--- src/rtl/atu_pkg.sv ---
package atu_pkg;
    typedef enum logic {
        ST_IDLE = 1'b0,
        ST_BUSY = 1'b1
    } atu_state_e;
endpackage

--- src/rtl/atu_split.sv ---
module atu_split #(
    parameter int LADDR_W   = 12,
    parameter int PAGE_SIZE = 10,
    localparam int OFF_W    = $clog2(PAGE_SIZE)
) (
    input  logic               clk,
    input  logic               rst_n,
    input  logic               start,
    input  logic [LADDR_W-1:0] dividend,
    output logic               done,
    output logic [LADDR_W-1:0] quot,
    output logic [OFF_W-1:0]   rem
);
    localparam bit IS_POW2 = (PAGE_SIZE & (PAGE_SIZE - 1)) == 0;

    generate
        if (IS_POW2) begin : g_bitsplit
            typedef struct packed {
                logic               done;
                logic [LADDR_W-1:0] quot;
                logic [OFF_W-1:0]   rem;
            } split_s;
            split_s q, d;

            always_comb begin
                d      = q;
                d.done = start;
                if (start) begin
                    d.quot = dividend >> OFF_W;
                    d.rem  = dividend[OFF_W-1:0];
                end
            end

            always_ff @(posedge clk or negedge rst_n) begin
                if (!rst_n) q <= '0;
                else        q <= d;
            end

            assign done = q.done;
            assign quot = q.quot;
            assign rem  = q.rem;
        end else begin : g_divider
            localparam int CNT_W = $clog2(LADDR_W) + 1;
            localparam logic [LADDR_W:0] DIVISOR = (LADDR_W+1)'(PAGE_SIZE);
            typedef struct packed {
                logic               busy;
                logic               done;
                logic [CNT_W-1:0]   cnt;
                logic [LADDR_W:0]   part;
                logic [LADDR_W-1:0] quo;
            } div_s;
            div_s q, d;
            logic [LADDR_W:0] trial;
            logic             take;

            always_comb begin
                d      = q;
                d.done = 1'b0;
                trial  = {q.part[LADDR_W-1:0], q.quo[LADDR_W-1]};
                take   = trial >= DIVISOR;
                if (start) begin
                    d.busy = 1'b1;
                    d.cnt  = '0;
                    d.part = '0;
                    d.quo  = dividend;
                end else if (q.busy) begin
                    d.part = take ? (trial - DIVISOR) : trial;
                    d.quo  = {q.quo[LADDR_W-2:0], take};
                    d.cnt  = q.cnt + 1'b1;
                    if (q.cnt == CNT_W'(LADDR_W - 1)) begin
                        d.busy = 1'b0;
                        d.done = 1'b1;
                    end
                end
            end

            always_ff @(posedge clk or negedge rst_n) begin
                if (!rst_n) q <= '0;
                else        q <= d;
            end

            assign done = q.done;
            assign quot = q.quo;
            assign rem  = q.part[OFF_W-1:0];
        end
    endgenerate
endmodule

--- src/rtl/atu_table.sv ---
module atu_table #(
    parameter int NUM_PROC  = 2,
    parameter int NUM_PAGES = 8,
    parameter int FRAME_W   = 4,
    localparam int PID_W    = $clog2(NUM_PROC),
    localparam int PG_W     = $clog2(NUM_PAGES)
) (
    input  logic               clk,
    input  logic               rst_n,
    input  logic               wr_en,
    input  logic [PID_W-1:0]   wr_pid,
    input  logic [PG_W-1:0]    wr_page,
    input  logic [FRAME_W-1:0] wr_frame,
    input  logic               wr_valid,
    input  logic [PID_W-1:0]   rd_pid,
    input  logic [PG_W-1:0]    rd_page,
    output logic [FRAME_W-1:0] rd_frame,
    output logic               rd_valid
);
    typedef struct packed {
        logic [NUM_PROC-1:0][NUM_PAGES-1:0][FRAME_W-1:0] frame;
        logic [NUM_PROC-1:0][NUM_PAGES-1:0]              vld;
    } map_s;
    map_s q, d;

    always_comb begin
        d = q;
        if (wr_en && (int'(wr_pid) < NUM_PROC) && (int'(wr_page) < NUM_PAGES)) begin
            d.frame[wr_pid][wr_page] = wr_frame;
            d.vld[wr_pid][wr_page]   = wr_valid;
        end
    end

    always_ff @(posedge clk or negedge rst_n) begin
        if (!rst_n) q <= '0;
        else        q <= d;
    end

    always_comb begin
        rd_frame = '0;
        rd_valid = 1'b0;
        if ((int'(rd_pid) < NUM_PROC) && (int'(rd_page) < NUM_PAGES)) begin
            rd_frame = q.frame[rd_pid][rd_page];
            rd_valid = q.vld[rd_pid][rd_page];
        end
    end
endmodule

--- src/rtl/atu_top.sv ---
module atu_top #(
    parameter int LADDR_W   = 12,
    parameter int PAGE_SIZE = 10,
    parameter int NUM_PROC  = 2,
    parameter int NUM_PAGES = 8,
    parameter int FRAME_W   = 4,
    localparam int PID_W    = $clog2(NUM_PROC),
    localparam int PG_W     = $clog2(NUM_PAGES),
    localparam int OFF_W    = $clog2(PAGE_SIZE),
    localparam int PADDR_W  = $clog2((2 ** FRAME_W) * PAGE_SIZE)
) (
    input  logic               clk,
    input  logic               rst_n,
    input  logic               wr_en,
    input  logic [PID_W-1:0]   wr_pid,
    input  logic [PG_W-1:0]    wr_page,
    input  logic [FRAME_W-1:0] wr_frame,
    input  logic               wr_valid,
    input  logic               req_valid,
    input  logic [PID_W-1:0]   req_pid,
    input  logic [LADDR_W-1:0] req_laddr,
    output logic               req_ready,
    output logic               resp_valid,
    output logic [PADDR_W-1:0] resp_paddr,
    output logic               resp_fault
);
    import atu_pkg::*;

    typedef struct packed {
        atu_state_e         st;
        logic [PID_W-1:0]   pid;
        logic               rvalid;
        logic [PADDR_W-1:0] paddr;
        logic               fault;
    } ctl_s;
    ctl_s q, d;

    logic               accept;
    logic               split_done;
    logic [LADDR_W-1:0] split_page;
    logic [OFF_W-1:0]   split_off;
    logic [PID_W-1:0]   act_pid;
    logic [FRAME_W-1:0] tbl_frame;
    logic               tbl_valid;
    logic               in_range;

    assign accept  = (q.st == ST_IDLE) && req_valid;
    assign act_pid = q.pid;

    atu_split #(
        .LADDR_W   (LADDR_W),
        .PAGE_SIZE (PAGE_SIZE)
    ) u_split (
        .clk      (clk),
        .rst_n    (rst_n),
        .start    (accept),
        .dividend (req_laddr),
        .done     (split_done),
        .quot     (split_page),
        .rem      (split_off)
    );

    atu_table #(
        .NUM_PROC  (NUM_PROC),
        .NUM_PAGES (NUM_PAGES),
        .FRAME_W   (FRAME_W)
    ) u_table (
        .clk      (clk),
        .rst_n    (rst_n),
        .wr_en    (wr_en),
        .wr_pid   (wr_pid),
        .wr_page  (wr_page),
        .wr_frame (wr_frame),
        .wr_valid (wr_valid),
        .rd_pid   (act_pid),
        .rd_page  (split_page[PG_W-1:0]),
        .rd_frame (tbl_frame),
        .rd_valid (tbl_valid)
    );

    assign in_range = split_page < LADDR_W'(NUM_PAGES);

    always_comb begin
        d        = q;
        d.rvalid = 1'b0;
        if (accept) begin
            d.st  = ST_BUSY;
            d.pid = req_pid;
        end
        if ((q.st == ST_BUSY) && split_done) begin
            d.st     = ST_IDLE;
            d.rvalid = 1'b1;
            d.fault  = !(in_range && tbl_valid);
            d.paddr  = d.fault ? '0
                     : PADDR_W'(tbl_frame) * PADDR_W'(PAGE_SIZE) + PADDR_W'(split_off);
        end
    end

    always_ff @(posedge clk or negedge rst_n) begin
        if (!rst_n) q <= '{st: ST_IDLE, default: '0};
        else        q <= d;
    end

    assign req_ready  = (q.st == ST_IDLE);
    assign resp_valid = q.rvalid;
    assign resp_paddr = q.paddr;
    assign resp_fault = q.fault;
endmodule

--- config.mk ---
export PLATFORM = sky130hd
export DESIGN_NAME = atu_top
export DESIGN_NICKNAME = d
export VERILOG_FILES = /design/src/rtl/atu_pkg.sv /design/src/rtl/atu_split.sv /design/src/rtl/atu_table.sv /design/src/rtl/atu_top.sv
export SDC_FILE = /design/constraint.sdc
export NUM_CORES = 1
export LEC_CHECK = 0
export ABC_AREA = 1
export BUFFER_PORTS_ARGS = -buffer_cell sky130_fd_sc_hd__buf_4
export CORE_MARGIN = 2
export CORE_UTILIZATION = 39
export CTS_BUF_LIST = sky130_fd_sc_hd__clkbuf_4
export CTS_CLUSTER_DIAMETER = 60
export DETAILED_ROUTE_END_ITERATION = 8
export GPL_TIMING_DRIVEN = 0
export HOLD_SLACK_MARGIN = 0.03
export PLACE_DENSITY = 0.67
export SLEW_MARGIN = 20
export SYNTH_ARGS = -nofsm -noshare
export SYNTH_HDL_FRONTEND = slang
export SYNTH_SLANG_ARGS = --single-unit
--- constraint.sdc ---
create_clock -name clk -period 2.67 [get_ports clk]
set_input_delay 0.4005 -clock clk [delete_from_list [all_inputs] [get_ports clk]]
set_output_delay 0.4005 -clock clk [all_outputs]
set_load 0.01 [all_outputs]
==> metrics.txt <==
# TYPE chip_impl_metric gauge
chip_impl_metric{name="grt_overflow_total",unit=""} 0
chip_impl_metric{name="synth_sequential_area_ratio",unit="%"} 51.0
chip_impl_metric{name="switching_share",unit="%"} 40.8
chip_impl_metric{name="synth_fp_nets",unit=""} 763
chip_impl_metric{name="timing.critical_path.depth",unit=""} 17
chip_impl_metric{name="num_io_pins",unit=""} 37
chip_impl_info{name="setup_repair_after_global_routing_missed_its_margin",value="yes"} 1
chip_impl_info{name="path_cells",value="inv_2 > buf_8 > clkbuf_8 > o21ai_2 > o211ai_1 > nand3_2 > nand2_4 > ha_4 > ha_4 > inv_2 > fa_1 > nor2_2 > nand4_1 > nand2_1 > inv_1 > nand2_1 > nand2_1"} 1
chip_impl_metric{name="worst_pin_slew",unit="ns"} 0.884
chip_impl_metric{name="clock_latency",unit="ns"} 0.54
chip_impl_metric{name="final_period_minus_worst_setup_slack",unit="ns"} 2.82
chip_impl_metric{name="p_seq_share",unit="%"} 30.9
chip_impl_metric{name="die_height",unit="um"} 128
chip_impl_metric{name="area_growth",unit="%"} 20.3
chip_impl_metric{name="critical_path.max_fanout",unit=""} 10
chip_impl_metric{name="reg2regPathDepth",unit=""} 17
chip_impl_info{name="cp-start-kind",value="flop"} 1
chip_impl_metric{name="p_sw",unit="uW"} 3590
chip_impl_metric{name="clock_skew",unit="ns"} 0.0107
chip_impl_info{name="synth.top_cells.by_count",value="nand2_1, dfrtp_1, o21ai_0, inv_1, nor2_1"} 1
chip_impl_info{name="cts_tree",value="yes"} 1
chip_impl_metric{name="first_pass_iters",unit=""} 5
chip_impl_info{name="ys.flop_type",value="dfrtp_1"} 1
chip_impl_metric{name="synth_cells",unit=""} 726
chip_impl_metric{name="combinational_power_share",unit="%"} 51.6
chip_impl_metric{name="first_global_vias",unit=""} 4908
chip_impl_info{name="cts.root.buffer_cell",value="clkbuf_4"} 1
chip_impl_metric{name="fin_ws",unit="ns"} -0.154
chip_impl_info{name="synthMostInstantiatedCell",value="nand2_1"} 1
chip_impl_metric{name="wl_per_cell",unit="um"} 15.4
chip_impl_metric{name="synth_top_cell_area_share",unit="%"} 51.0
chip_impl_metric{name="fp-row-count",unit=""} 45
chip_impl_metric{name="worst_ep_required_time",unit="ns"} 3.11
chip_impl_info{name="worst_setup_path_endpoint",value="resp_paddr[7]"} 1
chip_impl_metric{name="layout.cells.non_filler",unit=""} 997
chip_impl_metric{name="worst_path_largest_cell_delay",unit="ns"} 0.51
chip_impl_info{name="crit-reg2reg-launch",value="act_pid"} 1
chip_impl_info{name="violations",value="negative setup slack"} 1
chip_impl_metric{name="grt_usage",unit="%"} 19.8
chip_impl_info{name="hold_path_class",value="input port to flop"} 1
chip_impl_metric{name="max-clock-path-buffers",unit=""} 2
chip_impl_metric{name="via_cell_ratio",unit=""} 5.16
chip_impl_metric{name="via_count",unit=""} 5147
chip_impl_info{name="crit_start",value="act_pid"} 1
chip_impl_metric{name="detail_route.wirelength",unit="um"} 15400
chip_impl_metric{name="floorplan.die_area",unit="um^2"} 16500
chip_impl_metric{name="vdd_ir_drop_max",unit="uV"} 515
chip_impl_info{name="endpoint_kind",value="flop"} 1
chip_impl_metric{name="internal-power",unit="uW"} 5210
chip_impl_info{name="cpMaxStageDelayCell",value="fa_1"} 1
chip_impl_metric{name="detail_route.iter0.violations",unit=""} 358
chip_impl_metric{name="postPlaceCellArea",unit="um^2"} 6600
chip_impl_metric{name="synth_async_sr_flop_share",unit="%"} 100
chip_impl_info{name="r2r-end",value="resp_paddr[7]"} 1
chip_impl_metric{name="pwr-share-clk",unit="%"} 17.5
chip_impl_metric{name="stdcell_area",unit="um^2"} 7260
chip_impl_metric{name="fin_util",unit="%"} 47.9
chip_impl_metric{name="grt_max_degree",unit=""} 75
chip_impl_metric{name="finalSetupViolations",unit=""} 3
chip_impl_metric{name="core_area",unit="um^2"} 15100
chip_impl_metric{name="fp.dieW",unit="um"} 128
chip_impl_metric{name="clock-sinks",unit=""} 123
chip_impl_metric{name="last_weighted_congestion_value_of_the_routability_driven_placer",unit=""} 0.806
chip_impl_metric{name="portBuffers",unit=""} 35
chip_impl_metric{name="worst_hold_slack",unit="ns"} 0.0743
chip_impl_metric{name="antenna_violations_before_repair",unit=""} 1
chip_impl_metric{name="power_leakage",unit="uW"} 0.00343
chip_impl_metric{name="cts_inserted_buffers",unit=""} 17
chip_impl_metric{name="antenna_violating_nets_post_route",unit=""} 0
chip_impl_metric{name="cts.clk_slew.worst_paths",unit="ns"} 0.11
chip_impl_metric{name="report.final.slew_viol_count",unit=""} 0
chip_impl_info{name="criticalPathCategory",value="flop to flop"} 1
chip_impl_metric{name="final_cycle_share",unit="%"} 106
chip_impl_metric{name="power_per_cell_area",unit="nW/um^2"} 1210
chip_impl_metric{name="num-nets-final",unit=""} 832
chip_impl_metric{name="worst_slew_margin_rel",unit="%"} 40.9
chip_impl_metric{name="synth_edf_count",unit=""} 0
chip_impl_info{name="critical_path.top_delay_family",value="adder cells"} 1
chip_impl_metric{name="synth_seq_cells",unit=""} 123
chip_impl_metric{name="crit_buf_inv",unit=""} 5
chip_impl_metric{name="start_util",unit="%"} 39.9
chip_impl_metric{name="synth-warning-count",unit=""} 0
chip_impl_metric{name="drive_above_1_share",unit="%"} 20.2
chip_impl_metric{name="post_synth_num_cell_types",unit=""} 43
chip_impl_metric{name="number_of_design_rule_violations_left_after_detail_routing",unit=""} 0
chip_impl_info{name="crit_top_cell",value="nand2_1"} 1
chip_impl_metric{name="drv.max_cap_violation_count",unit=""} 0
chip_impl_info{name="synth_top_cells_by_area",value="dfrtp_1, nand2_1, o21ai_0, inv_1, nor2_1"} 1
chip_impl_metric{name="place.detailed.hpwl",unit="um"} 10400
chip_impl_metric{name="mappedNetlistArea",unit="um^2"} 6040
chip_impl_metric{name="number_of_hold_slack_violations_in_the_final_timing_report",unit=""} 0
chip_impl_metric{name="cts_htree_levels",unit=""} 4
chip_impl_metric{name="fmaxAchievable",unit="MHz"} 354
chip_impl_metric{name="wire_length_of_the_first_global_routing_pass",unit="um"} 25100
chip_impl_metric{name="place.detailed.instances",unit=""} 950
chip_impl_info{name="result_of_the_run",value="complete, but fails checks"} 1
chip_impl_metric{name="ff2ff_setup_slack",unit="ns"} -0.15
chip_impl_metric{name="arrival",unit="ns"} 3.27
chip_impl_metric{name="avgSynthCellArea",unit="um^2"} 8.32
chip_impl_info{name="netlist.top_cell.by_area",value="dfrtp_1"} 1
registers in the layout, indices dropped and copies added, names as in the netlist:
signal,count
act_pid,1
q,1
resp_fault,1
resp_paddr,8
resp_valid,1
u_split.done,1
u_split.g_divider.q,14
u_split.quot,12
u_split.rem,4
u_table.q,80
worst min path at each step:
stage                       start             to  cells past startpoint
floorplan                   rst_n        act_pid                      0
global placement     u_split.done          q[11]                      1
detailed placement  u_table.q[72]  u_table.q[72]                      2
CTS                       req_pid        act_pid                      3
global route          wr_frame[0]  u_table.q[36]                      3
finish                wr_frame[0]  u_table.q[36]                      3
layer usage:
layer | GRT usage, % | vias up | share of wire (%)
met1 | 27.8 | 2448 | 48
li1 | - | 2555 | -
met2 | 29.7 | 118 | 45
met3 | 3.66 | 26 | 4.2
met5 | 0 | - | 0
met4 | 9.31 | 0 | 2.4
power by group through the flow:
stage | Clock (uW) | Sequential, uW | Combinational [uW]
floorplan | 0 | 2620 | 2710
global placement | 0 | 2710 | 3420
detailed placement | 0 | 2720 | 3490
CTS | 1560 | 2700 | 4270
global route | 1620 | 2780 | 5070
finish | 1540 | 2720 | 4550
kinds of logic (layout without fill, tap and decap cells):
family / count (synthesis) / after routing / share of synthesized area, %
and+or+nand+nor: 292 / 292 / 20.3
AOI/OAI and AO/OA: 185 / 185 / 17.4
DFF: 123 / 123 / 51.0
buffers and inverters: 110 / 192 / 8.08
adders and majority gates: 11 / 11 / 2.53
xor gates and xnor gates: 5 / 5 / 0.726
other: 0 / 1 / 0
cells in the final DEF, fill, tap and decap left out, types with 5 or more instances in the layout:
master     count
inv_1         66
ha_1           5
clkinv_2       6
nand3_1       33
buf_4         55
nor3_1        13
nand2_2        5
clkbuf_4      18
dfrtp_1      123
clkbuf_1       5
o211ai_1      10
o21ai_1       12
o21ai_0       96
o22ai_1        7
o21ai_2       10
o221ai_1       8
inv_2          9
buf_6          5
nand2_1      171
a21oi_1       29
bufinv_16      5
nor2_1        45
buf_2          7
nor2_2         8
area by class of cell:
class / instances / area, um^2
Buffer: 33 / 254
Multi-Input combinational cell: 493 / 2650
Fill cell: 1462 / 7880
Clock inverter: 14 / 201
Timing Repair Buffer: 50 / 414
Clock buffer: 18 / 135
Inverter: 77 / 292
Tap cell: 188 / 235
Sequential cell: 123 / 3080
Antenna cell: 1 / 2.50
through the flow:
| step | setup TNS (ns) | setup slack, ns | power, uW |
|---|---|---|---|
| after floorplan | 0 | 0.00448 | 5330 |
| after global placement | -1.37 | -0.445 | 6130 |
| after detailed placement | -1.52 | -0.482 | 6210 |
| after CTS | -0.247 | -0.142 | 8530 |
| after global routing | -0.758 | -0.314 | 9470 |
| final | -0.350 | -0.154 | 8810 |
repair_timing:
action	4_1_cts	5_1_grt
cloned	1	0
hold buffers	1	0
endpoints found under the setup margin	5	4
buffers inserted	12	1
pin swaps	24	14
gates resized for setup	40	19
hold endpoints to repair	73	0
worst reg2reg max path: stages (launching register included):
cell	delay, ns
dfrtp_1	0.45
inv_2	0.09
buf_8	0.14
clkbuf_8	0.17
o21ai_2	0.17
o211ai_1	0.14
nand3_2	0.13
nand2_4	0.08
ha_4	0.29
ha_4	0.13
inv_2	0.03
fa_1	0.51
nor2_2	0.13
nand4_1	0.09
nand2_1	0.07
inv_1	0.04
nand2_1	0.05
nand2_1	0.04
Power figures use the tool's default switching activity.
